$ cat config.mk
export PLATFORM = sky130hd
export DESIGN_NAME = instr_fmt_decoder
export DESIGN_NICKNAME = d
export VERILOG_FILES = /design/src/rtl/instr_fmt_decoder.sv
export SDC_FILE = /design/constraint.sdc
export NUM_CORES = 1
export LEC_CHECK = 0
export ABC_AREA = 1
export BUFFER_PORTS_ARGS = -buffer_cell sky130_fd_sc_hd__buf_4
export CORE_MARGIN = 2
export CORE_UTILIZATION = 35
export DETAILED_ROUTE_END_ITERATION = 16
export GPL_TIMING_DRIVEN = 1
export PLACE_DENSITY = 0.7
export SLEW_MARGIN = 15
export SYNTH_ARGS = -nofsm -noshare
export SYNTH_HDL_FRONTEND = slang
export SYNTH_SLANG_ARGS = --single-unit
$ cat constraint.sdc
create_clock -name clk -period 4.3 [get_ports clk]
set_clock_uncertainty 0.15 [all_clocks]
set_input_delay 0.645 -clock clk [delete_from_list [all_inputs] [get_ports clk]]
set_output_delay 0.645 -clock clk [all_outputs]
set_load 0.005 [all_outputs]
$ cat src/rtl/instr_fmt_decoder.sv
module instr_fmt_decoder #(
  parameter int HW  = 16,
  parameter int OPW = 8,
  parameter int RW  = 4,
  parameter int MSW = 3
) (
  input  logic           clk,
  input  logic           rst_n,
  input  logic           hw_valid,
  input  logic [HW-1:0]  hw_data,
  input  logic [MSW-1:0] model_sel,
  input  logic [HW-1:0]  idx_data,
  output logic [RW-1:0]  idx_addr,
  output logic           dec_done,
  output logic [OPW-1:0] dec_op,
  output logic [RW-1:0]  dec_r1,
  output logic [RW-1:0]  dec_f2,
  output logic [1:0]     dec_fmt,
  output logic [HW-1:0]  dec_ea,
  output logic           dec_invalid
);
  localparam logic [1:0] FMT_RR = 2'd0, FMT_SF = 2'd1, FMT_RM = 2'd2, FMT_RS = 2'd3;

  logic st_addr_q;

  wire [OPW-1:0] op_in  = hw_data[HW-1 -: OPW];
  wire [1:0]     cls    = op_in[OPW-1 -: 2];
  wire           two_hw = (cls == 2'b01) || (cls == 2'b10);

  logic [1:0] fmt_in;
  always_comb begin
    case (cls)
      2'b00:   fmt_in = FMT_RR;
      2'b11:   fmt_in = FMT_SF;
      2'b01:   fmt_in = FMT_RM;
      default: fmt_in = FMT_RS;
    endcase
  end

  wire [OPW-1:0] op_chk = st_addr_q ? dec_op : op_in;
  wire [2:0]     sub    = op_chk[OPW-3 -: 3];

  logic [MSW-1:0] grp;
  always_comb begin
    case (sub)
      3'd0, 3'd1, 3'd2: grp = MSW'(0);
      3'd3:             grp = MSW'(1);
      3'd4, 3'd5:       grp = MSW'(2);
      3'd6:             grp = MSW'(3);
      default:          grp = MSW'(4);
    endcase
  end

  wire legal = (grp <= model_sel);

  assign idx_addr = dec_f2;
  wire [HW-1:0] ea_next = hw_data + ((dec_f2 != '0) ? idx_data : '0);

  always_ff @(posedge clk) begin
    if (!rst_n) begin
      st_addr_q   <= 1'b0;
      dec_done    <= 1'b0;
      dec_op      <= '0;
      dec_r1      <= '0;
      dec_f2      <= '0;
      dec_fmt     <= FMT_RR;
      dec_ea      <= '0;
      dec_invalid <= 1'b0;
    end else begin
      dec_done <= 1'b0;
      if (hw_valid) begin
        if (!st_addr_q) begin
          dec_op  <= op_in;
          dec_r1  <= hw_data[HW-OPW-1 -: RW];
          dec_f2  <= hw_data[RW-1:0];
          dec_fmt <= fmt_in;
          if (two_hw) begin
            st_addr_q <= 1'b1;
          end else begin
            dec_done    <= 1'b1;
            dec_ea      <= '0;
            dec_invalid <= !legal;
          end
        end else begin
          st_addr_q   <= 1'b0;
          dec_ea      <= ea_next;
          dec_done    <= 1'b1;
          dec_invalid <= !legal;
        end
      end
    end
  end
endmodule


==> metrics, run 1 <==
final number of hold-violating endpoints 0; Worst Reg2Reg Path Length in Cells 15; Placeable Area 7210 µm²; tightest slew margin relative to the limit 65.2%; Top Layer Used met4; DR pass1 iterations 4; worst-margin pin slew 0.521 ns; total cell area at the placement stage 3210 µm²; Clk pin slew, worst setup/hold paths 0.09 ns; maximum number of pins on one net before global-route repair 23; number of synthesized register bits 37; cell with the most instances on the worst path nand3_1; crit-path max FO 14; setup TNS 0 ns; FF+latch area 741 µm²; main flop type after synthesis dfxtp_1; leakage 0.00184 µW; number of flops mapped to enable cells by yosys 0; top post-synthesis cells by area dfxtp_1 28%, nand2_1 17%, ha_1 9.6%; status finished, final reports clean; number of max-slew violations in the final report 0; area growth from synthesis to final layout 27.9%; layout filler cell count 771; Met2 Routed Length 3430 µm; share of Yosys cell area claimed by the top area cell type 28.5%; number of buffers inserted for hold repair after clock tree synthesis 0; number of antenna violations at the first check in global routing 0; mean cell area of the mapped netlist 6.47 µm²; cell depth of the worst min-delay path 2; buffer levels on the longest clock path 2; total setup buffers inserted after CTS 0; HPWL after DPL 5680 µm; count of different cell masters after synthesis 38; wire length on met1 3170 µm; Core Rows 31; first-pass GRT wire length 12000 µm; Avg WL per Cell 12.3 µm; CP Capture Type register; period utilisation layout 60.4%; effective utilization at floorplan 36.0%; length of routed met3 wiring 361 µm; final antenna diode count 0; endpoint of the worst hold-timing path dec_invalid; Placer Congestion 0.840; Critical Path Source Type register; final period demand of the worst path 2.60 ns; Port Buf Inserts 77; # resized after CTS 0; TritonCTS Buffers 5; Max stage delay cell, worst path fa_1; unrepaired setup endpoints after global routing no; width of the die 90.2 µm; global-route total usage across every layer 17.8%; total clock sinks 37; part of the Yosys area used for sequential elements 28.5%; number of I/O pins 78; startpoint of the lowest-slack register-to-register path dec_f2[3]; via count of the first global-routing pass 2583; clock tree from TritonCTS built; total design power 1050 µW; fraction of registers with async set/reset 0%; power density normalized to cell area 317 nW/µm²; number of nets produced by synthesis 461; cell at the root of the clock tree clkbuf_8; total via count in the routed design 2636; Crit Path Category register to register; top cell type by total area after synthesis dfxtp_1; Reg2Reg Capture Point dec_ea[12]; post-detailed-route count of antenna-violating nets 0; cell breakdown of the critical path nor2_1, nand2_1, inv_1, nor2_1, ha_1, inv_1, fa_1, inv_1, nand3_1, nand3_1, nand3_1, nand3_1, nand2_1, nand3_1, nand2_1; Hold WS 0.306 ns; ratio of cells with drive above 1 in the final layout 24.8%; die area 8130 µm²; netlist area before placement 2600 µm²; crit-path max cell delay 0.40 ns; Crit path arrival time 2.64 ns; Max Freq 0.385 GHz; Vert. Die Dim 90.2 µm; path type of the worst min-delay path register to register; synthesized instance count 402; data required time at the worst endpoint 4.35 ns; setup violators final 0; H-tree levels 2; number of design-rule violations left by the first detailed-router iteration 144; Hold Crit Start dec_invalid; worst reg2reg setup slack 1.70 ns; area of all placed cells without fillers 3330 µm²; largest voltage drop on the vdd net 0.137 mV; area of the multi-input gates 1510 µm²; Post-synth top cells 115 x nand2_1, 55 x inv_1, 55 x nor2_1, 37 x dfxtp_1, 23 x nand3_1; top-count cell post-synth nand2_1; DRC violations left 0; final wirelength 7060 µm; Worst-Skew Late Latency 0.30 ns; total number of nets in the final design 533; Max-Cap Viols 0; number of warning messages in the yosys log 0; via density per instance 4.59; residual overflow from global routing 0
==> worst max-delay path, delay by kind of cell (launching register included) <==
family / cells / cell delay [ns]
fa+ha+maj: 2 / 0.59
flops: 1 / 0.38
buf+inv: 3 / 0.42
simple gates: 10 / 0.94
==> registers in the layout (all words and copies together), names as in the netlist <==
register,cells
dec_r1,4
dec_fmt,2
dec_f2,4
dec_done,1
st_addr_q,1
dec_invalid,1
dec_ea,16
dec_op,8
==> cell usage in the layout (no fill, tap or decap), types with 2 or more instances in the layout <==
cell / n
nand2_1: 115
buf_4: 77
inv_1: 55
nor2_1: 55
dfxtp_1: 37
nand3_1: 23
ha_1: 20
a21oi_1: 17
o21ai_0: 14
inv_2: 13
nand2_2: 5
clkbuf_8: 5
o21ai_1: 4
nor2_4: 3
nand3b_1: 3
mux2i_1: 2
nor2_2: 2
a21oi_4: 2
nand3_2: 2
nor3_2: 2
or2_0: 2
==> cell type report <==
cell class	instances	share of cell area, %
multi-input combinational	285	45.5
sequential	37	22.3
timing repair buffer	77	17.4
inverter	68	7.67
tap	99	3.72
clock buffer	5	2.07
clock inverter	3	1.39
==> stage by stage <==
stage,setup slack (ns),util (%),cells
2_1_floorplan,2.06,-,402
3_3_place_gp,1.91,44.5,566
3_5_place_dp,1.74,44.5,566
4_1_cts,1.71,46.1,574
5_1_grt,1.45,46.1,574
6_report,1.70,46.1,574
==> power by group <==
part	internal [µW]	switching, µW	total, µW
clock	174	143	317
sequential	366	15.7	382
combinational	149	206	355
==> kinds of logic (layout without fill, tap and decap cells) <==
group / count (synthesis) / after routing / share of synthesized area (%)
AND/OR/NAND/NOR: 218 / 218 / 36.9
buffers and inverters: 80 / 153 / 13.3
AO/OA/AOI/OAI: 43 / 43 / 9.82
flip-flops: 37 / 37 / 28.5
adder cells (fa/ha/maj): 21 / 21 / 10.4
multiplexers: 2 / 2 / 0.770
XOR/XNOR: 1 / 1 / 0.337
==> worst max path at each step <==
| stage | endpoint | startpoint | slack [ns] |
|---|---|---|---|
| floorplan | dec_ea[12] | dec_f2[0] | 2.06 |
| detailed placement | dec_ea[12] | dec_f2[0] | 1.74 |
| global route | dec_ea[12] | dec_f2[1] | 1.45 |
| finish | dec_ea[12] | dec_f2[3] | 1.70 |
| global placement | dec_ea[12] | dec_f2[0] | 1.91 |
| CTS | dec_ea[12] | dec_f2[0] | 1.71 |
==> per-layer routing <==
layer / global-route usage (%) / up-vias
met1: 22.3 / 1174
met2: 30.8 / 60
met5: 0 / -
met4: 5.64 / 0
met3: 3.44 / 11
li1: - / 1391
(Power assumes the default switching activity.)
==> inputs of run 2 (changes only) <==
--- a/config.mk
+++ b/config.mk
@@ -11,7 +11,7 @@
 export CORE_UTILIZATION = 35
 export DETAILED_ROUTE_END_ITERATION = 16
 export GPL_TIMING_DRIVEN = 1
-export PLACE_DENSITY = 0.7
+export PLACE_DENSITY = 0.72
 export SLEW_MARGIN = 15
 export SYNTH_ARGS = -nofsm -noshare
 export SYNTH_HDL_FRONTEND = slang
==> constraint.sdc (replaced) <==
create_clock -name clk -period 2.18 [get_ports clk]
set_clock_uncertainty 0.15 [all_clocks]
set_input_delay 0.327 -clock clk [delete_from_list [all_inputs] [get_ports clk]]
set_output_delay 0.327 -clock clk [all_outputs]
set_load 0.005 [all_outputs]
==> run 2 against run 1 <==
Effect of this change: hold slack got worse by 0.19 ns; first-iteration DRC count shrank 15%; sequential power up 97%; total power up 98%; clock power increased by 56%; routed wire length rose by 1.1%; final cell count increased by 4.2%; non-clock buffer count up 24; largest cell class unchanged; largest power group is now combinational logic.
==> metrics, run 2 (same netlist as run 1, synthesis figures left out) <==
first-pass GRT wire length 11400 µm (was 12000 µm); number of I/O pins 78 (unchanged); period utilisation layout 97.4% (was 60.4%); CP Capture Type register (unchanged); via density per instance 4.58 (was 4.59); worst-margin pin slew 0.423 ns (was 0.521 ns); final antenna diode count 0 (unchanged); Vert. Die Dim 90.2 µm (unchanged); total clock sinks 37 (unchanged); post-detailed-route count of antenna-violating nets 0 (unchanged); Max Freq 0.471 GHz (was 0.385 GHz); flip-flop count of the largest register, all copies and words added 16 (unchanged); leakage 0.00196 µW (was 0.00184 µW); buffer levels on the longest clock path 2 (unchanged); residual overflow from global routing 0 (unchanged); most frequent standard cell in the layout excluding fill and tap cells nand2_1 (unchanged); Placeable Area 7210 µm² (unchanged); layout filler cell count 733 (was 771); die area 8130 µm² (unchanged); registers with the most flip-flops dec_ea: 16 flops, dec_op: 8 flops (unchanged); number of buffers inserted for hold repair after clock tree synthesis 0 (unchanged); total number of nets in the final design 557 (was 533); worst reg2reg setup slack 0.06 ns (was 1.70 ns); final number of hold-violating endpoints 0 (unchanged); Avg WL per Cell 11.9 µm (was 12.3 µm); Port Buf Inserts 77 (unchanged); DR pass1 iterations 4 (unchanged); DRC violations left 0 (unchanged); Max-Cap Viols 0 (unchanged); number of antenna violations at the first check in global routing 0 (unchanged); area growth from synthesis to final layout 37.1% (was 27.9%); number of design-rule violations left by the first detailed-router iteration 123 (was 144); effective utilization at floorplan 36.0% (unchanged); final period demand of the worst path 2.12 ns (was 2.60 ns); total design power 2080 µW (was 1050 µW); cell at the root of the clock tree clkbuf_8 (unchanged); worst path setup slack after routing 0.0566 ns (was 1.70 ns); HPWL after DPL 5640 µm (was 5680 µm); Worst-Skew Late Latency 0.30 ns (about the same); crit-path max FO 14 (unchanged); Core Rows 31 (unchanged); tightest slew margin relative to the limit 71.8% (was 65.2%); status finished, final reports clean (unchanged); Critical Path Source Type register (unchanged); total via count in the routed design 2737 (was 2636); clock tree from TritonCTS built (unchanged); maximum number of pins on one net before global-route repair 18 (was 23); commonest cells after routing, fill and taps aside 107 x nand2_1, 100 x buf_4, 53 x inv_1 (was 115 x nand2_1, 77 x buf_4, 55 x inv_1, 55 x nor2_1, 37 x dfxtp_1); H-tree levels 2 (unchanged); path type of the worst min-delay path input port to register (was register to register); cell breakdown of the critical path nor2_1, nand2_1, inv_2, buf_12, nor2_2, ha_2, inv_1, fa_2, inv_2, nand3_1, nand3_2, buf_4, nand2_1, nand3_1, a21oi_1 (was nor2_1, nand2_1, inv_1, nor2_1, ha_1, inv_1, fa_1, inv_1, nand3_1, nand3_1, nand3_1, nand3_1, nand2_1, nand3_1, nand2_1); Crit path arrival time 2.16 ns (was 2.64 ns); ratio of cells with drive above 1 in the final layout 33.5% (was 24.8%); worst-case setup slack after placement -0.0272 ns (was 1.74 ns); Crit Path Category register to register (unchanged); TritonCTS Buffers 5 (unchanged); data required time at the worst endpoint 2.21 ns (was 4.35 ns); register with the most flip-flops dec_ea (unchanged); power density normalized to cell area 584 nW/µm² (was 317 nW/µm²); crit-path max cell delay 0.34 ns (was 0.40 ns); largest voltage drop on the vdd net 0.251 mV (was 0.137 mV); Placer Congestion 0.906 (was 0.840); global-route total usage across every layer 17.0% (was 17.8%); number of max-slew violations in the final report 0 (unchanged); Max stage delay cell, worst path fa_2 (was fa_1); via count of the first global-routing pass 2677 (was 2583); Clk pin slew, worst setup/hold paths 0.08 ns (was 0.09 ns); final wirelength 7140 µm (was 7060 µm); unrepaired setup endpoints after global routing yes (was no); width of the die 90.2 µm (unchanged); setup violators final 0 (unchanged)
## run 2: area by class of cell
class	instances	area [µm²]	area share, %
multi-input combinational	285	1580	44.4
sequential	37	746	20.9
clock inverter	2	15.0	0.421
clock buffer	6	72.6	2.04
timing repair buffer	101	771	21.6
tap	99	124	3.47
inverter	68	255	7.16
## run 2: repair_timing
action                     4_1_cts  5_1_grt
hold endpoints to repair         0        0
gates resized for setup          3       19
buffers inserted                 0        5
gates cloned                     0        0
setup endpoints to repair        3       12
pin swaps                        1        5
## run 2: final timing paths
path	startpoint	to	cells past startpoint
worst max-delay path	dec_f2[1]	dec_ea[4]	15
worst min-delay path	hw_valid	st_addr_q	2
worst max register to register	dec_f2[1]	dec_ea[4]	15
worst min register to register	dec_ea[9]	dec_ea[9]	2
## run 2: routing by layer
layer,track usage [%],wire length [µm],vias to the layer above
li1,-,-,1429
met1,20.5,3160,1229
met2,30.5,3520,70
met3,3.35,364,9
met4,5.00,87,0
met5,0,0,-
## run 2: report_power, final
group          switching, µW  leakage [µW]  internal (µW)
Clock                    267     0.0000374            226
Combinational            447       0.00161            388
Sequential              30.0      0.000305            723
Total                    744       0.00196           1340
## run 2: worst max-delay path: cells and delay by family, from the launching register on
| kind | cells | cell delay, ns |
|---|---|---|
| flops | 1 | 0.33 |
| simple gates | 7 | 0.51 |
| compound gates | 1 | 0.06 |
| buf+inv | 5 | 0.41 |
| fa+ha+maj | 2 | 0.52 |
## run 2: metrics by stage
step / area [µm²] / util [%] / std cells / hold slack [ns] / TNS, ns
final: 3560 / 49.4 / 598 / 0.115 / 0
after global routing: 3560 / 49.4 / 598 / 0.123 / -0.307
after CTS: 3470 / 48.1 / 593 / 0.113 / 0
after detailed placement: 3380 / 46.8 / 585 / 0.294 / -0.0272
after global placement: 3380 / 46.8 / 585 / 0.293 / 0
after floorplan: 2610 / - / 402 / 0.296 / 0
==> inputs of run 3 (changes only) <==
--- a/config.mk
+++ b/config.mk
@@ -6,12 +6,12 @@
 export NUM_CORES = 1
 export LEC_CHECK = 0
 export ABC_AREA = 1
-export BUFFER_PORTS_ARGS = -buffer_cell sky130_fd_sc_hd__buf_4
 export CORE_MARGIN = 2
 export CORE_UTILIZATION = 35
 export DETAILED_ROUTE_END_ITERATION = 16
+export DONT_BUFFER_PORTS = 1
 export GPL_TIMING_DRIVEN = 1
-export PLACE_DENSITY = 0.72
+export PLACE_DENSITY = 0.63
 export SLEW_MARGIN = 15
 export SYNTH_ARGS = -nofsm -noshare
 export SYNTH_HDL_FRONTEND = slang
==> run 3 against run 2 <==
Effect of this change: sequential power is 1% higher; largest power group is now registers; utilization is 6.3 points lower; non-clock buffer count is 79 lower; fmax is 0.26% higher; clock power is 1% higher; cell area is 13% lower; hold slack worse by 0.10 ns.
==> metrics, run 3 (same netlist as run 1, synthesis figures left out) <==
status finished, final reports clean (unchanged); H-tree levels 2 (unchanged); DR pass1 iterations 4 (unchanged); most frequent standard cell in the layout excluding fill and tap cells nand2_1 (unchanged); final wirelength 7220 µm (was 7140 µm); leakage 0.00156 µW (was 0.00196 µW); area of the multi-input gates 1690 µm² (was 1580 µm²); Placed Instances 502 (was 585); worst-margin pin slew 0.444 ns (was 0.423 ns); data required time at the worst endpoint 2.21 ns (about the same); total number of nets in the final design 478 (was 557); Avg WL per Cell 13.9 µm (was 11.9 µm); Vert. Die Dim 90.2 µm (unchanged); Critical Path Source Type register (unchanged); final number of hold-violating endpoints 0 (unchanged); total clock sinks 37 (unchanged); first-pass GRT wire length 11400 µm (about the same); die area 8130 µm² (unchanged); area growth from synthesis to final layout 19.5% (was 37.1%); via density per instance 4.78 (was 4.58); number of I/O pins 78 (unchanged); Crit Path Category register to register (unchanged); final antenna diode count 0 (unchanged); Max-Cap Viols 0 (unchanged); TritonCTS Buffers 5 (unchanged); register with the most flip-flops dec_ea (unchanged); ratio of cells with drive above 1 in the final layout 25.5% (was 33.5%); Worst-Skew Late Latency 0.30 ns (about the same); post-detailed-route count of antenna-violating nets 0 (unchanged); DRC violations left 0 (unchanged); cell at the root of the clock tree clkbuf_8 (unchanged); area of all placed cells without fillers 3110 µm² (was 3560 µm²); final period demand of the worst path 2.12 ns (about the same); crit-path max FO 5 (was 14); setup violators final 0 (unchanged); buffer levels on the longest clock path 2 (unchanged); Max Freq 0.472 GHz (was 0.471 GHz); setup TNS 0 ns (unchanged); commonest cells after routing, fill and taps aside 106 x nand2_1, 53 x inv_1, 44 x nor2_1 (was 107 x nand2_1, 100 x buf_4, 53 x inv_1); FF+latch area 747 µm² (was 746 µm²); final non-filler cell total 519 (was 598); total cell area at the placement stage 2750 µm² (was 3380 µm²); unrepaired setup endpoints after global routing yes (unchanged); clock tree from TritonCTS built (unchanged); total design power 2010 µW (was 2080 µW); maximum number of pins on one net before global-route repair 18 (unchanged); CP Capture Type register (unchanged); path type of the worst min-delay path input port to register (unchanged); Crit path arrival time 2.15 ns (was 2.16 ns); largest voltage drop on the vdd net 0.243 mV (was 0.251 mV); Placeable Area 7210 µm² (unchanged); Clk pin slew, worst setup/hold paths 0.08 ns (about the same); period utilisation layout 97.2% (was 97.4%); width of the die 90.2 µm (unchanged); number of antenna violations at the first check in global routing 0 (unchanged); Port Buf Inserts 0 (was 77); HPWL after DPL 5530 µm (was 5640 µm); via count of the first global-routing pass 2322 (was 2677); Placer Congestion 0.824 (was 0.906); Core Rows 31 (unchanged); tightest slew margin relative to the limit 70.4% (was 71.8%); registers with the most flip-flops dec_ea: 16 flops, dec_op: 8 flops (unchanged); number of max-slew violations in the final report 0 (unchanged); layout filler cell count 768 (was 733); flip-flop count of the largest register, all copies and words added 16 (unchanged); residual overflow from global routing 0 (unchanged); number of design-rule violations left by the first detailed-router iteration 125 (was 123); global-route total usage across every layer 17.4% (was 17.0%); power density normalized to cell area 646 nW/µm² (was 584 nW/µm²); effective utilization at floorplan 36.0% (unchanged); total via count in the routed design 2481 (was 2737)
[run 3: cell count changes in the layout (fill, tap and decap cells not counted), sizes merged]
cell / previous run / this run
dlygate4sd3: 0 / 1
buf: 101 / 20
clkinv: 0 / 1
clkinvlp: 2 / 1
inv: 68 / 69
[run 3: repair_timing]
item | CTS | global route
hold buffers | 1 | 0
pin swaps | 0 | 7
gates resized for setup | 2 | 40
buffers inserted | 0 | 7
endpoints found under the hold margin | 1 | 0
endpoints found under the setup margin | 2 | 12
cloned | 0 | 1
[run 3: area by class of cell]
type,count,area share (%)
Clock buffer,5,2.21
Clock inverter,3,0.684
Inverter,68,8.29
Multi-Input combinational cell,285,54.4
Sequential cell,37,24.0
Tap cell,99,3.99
Timing Repair Buffer,22,6.36
[run 3: worst paths after layout]
path / from / to / slack (ns) / cells past startpoint
max reg2reg: dec_f2[0] / dec_ea[7] / 0.06 / 13
min: rst_n / dec_f2[0] / 0.01 / 2
min reg2reg: dec_invalid / dec_invalid / 0.32 / 2
max: dec_f2[0] / dec_ea[7] / 0.06 / 13
[run 3: metal layers]
metal  vias up  track usage (%)  wire length, µm
met1      1141             20.2             3110
met4         0             5.90               85
li1       1280                -                -
met5         -                0                0
met2        54             30.3             3530
met3         6             5.53              487
[run 3: report_power, final]
part	internal [µW]	switching (µW)	total, µW
logic	322	423	745
registers	724	39.8	764
clock network	227	273	500
total	1270	736	2010
[run 3: stage by stage]
| stage | setup WS, ns | util [%] | hold slack (ns) |
|---|---|---|---|
| after floorplan | 0.0120 | - | 0.296 |
| after global placement | 0.00906 | 38.2 | 0.303 |
| after detailed placement | -0.00737 | 38.2 | 0.306 |
| after CTS | 0.00314 | 39.6 | 0.000550 |
| after global routing | -0.110 | 43.1 | 0.00588 |
| final | 0.0621 | 43.1 | 0.0110 |
[run 3: critical path, cell delays in order (launching register included)]
cell and delay (ns):
dfxtp_2 0.33, nor2_2 0.11, nand2_2 0.09, inv_4 0.11, clkbuf_16 0.16, nor2_2 0.03
ha_1 0.33, nand2_1 0.09, nand2_2 0.07, a21oi_4 0.12, nand2_2 0.08, or2_0 0.20
nand3_1 0.07, nand2_1 0.05
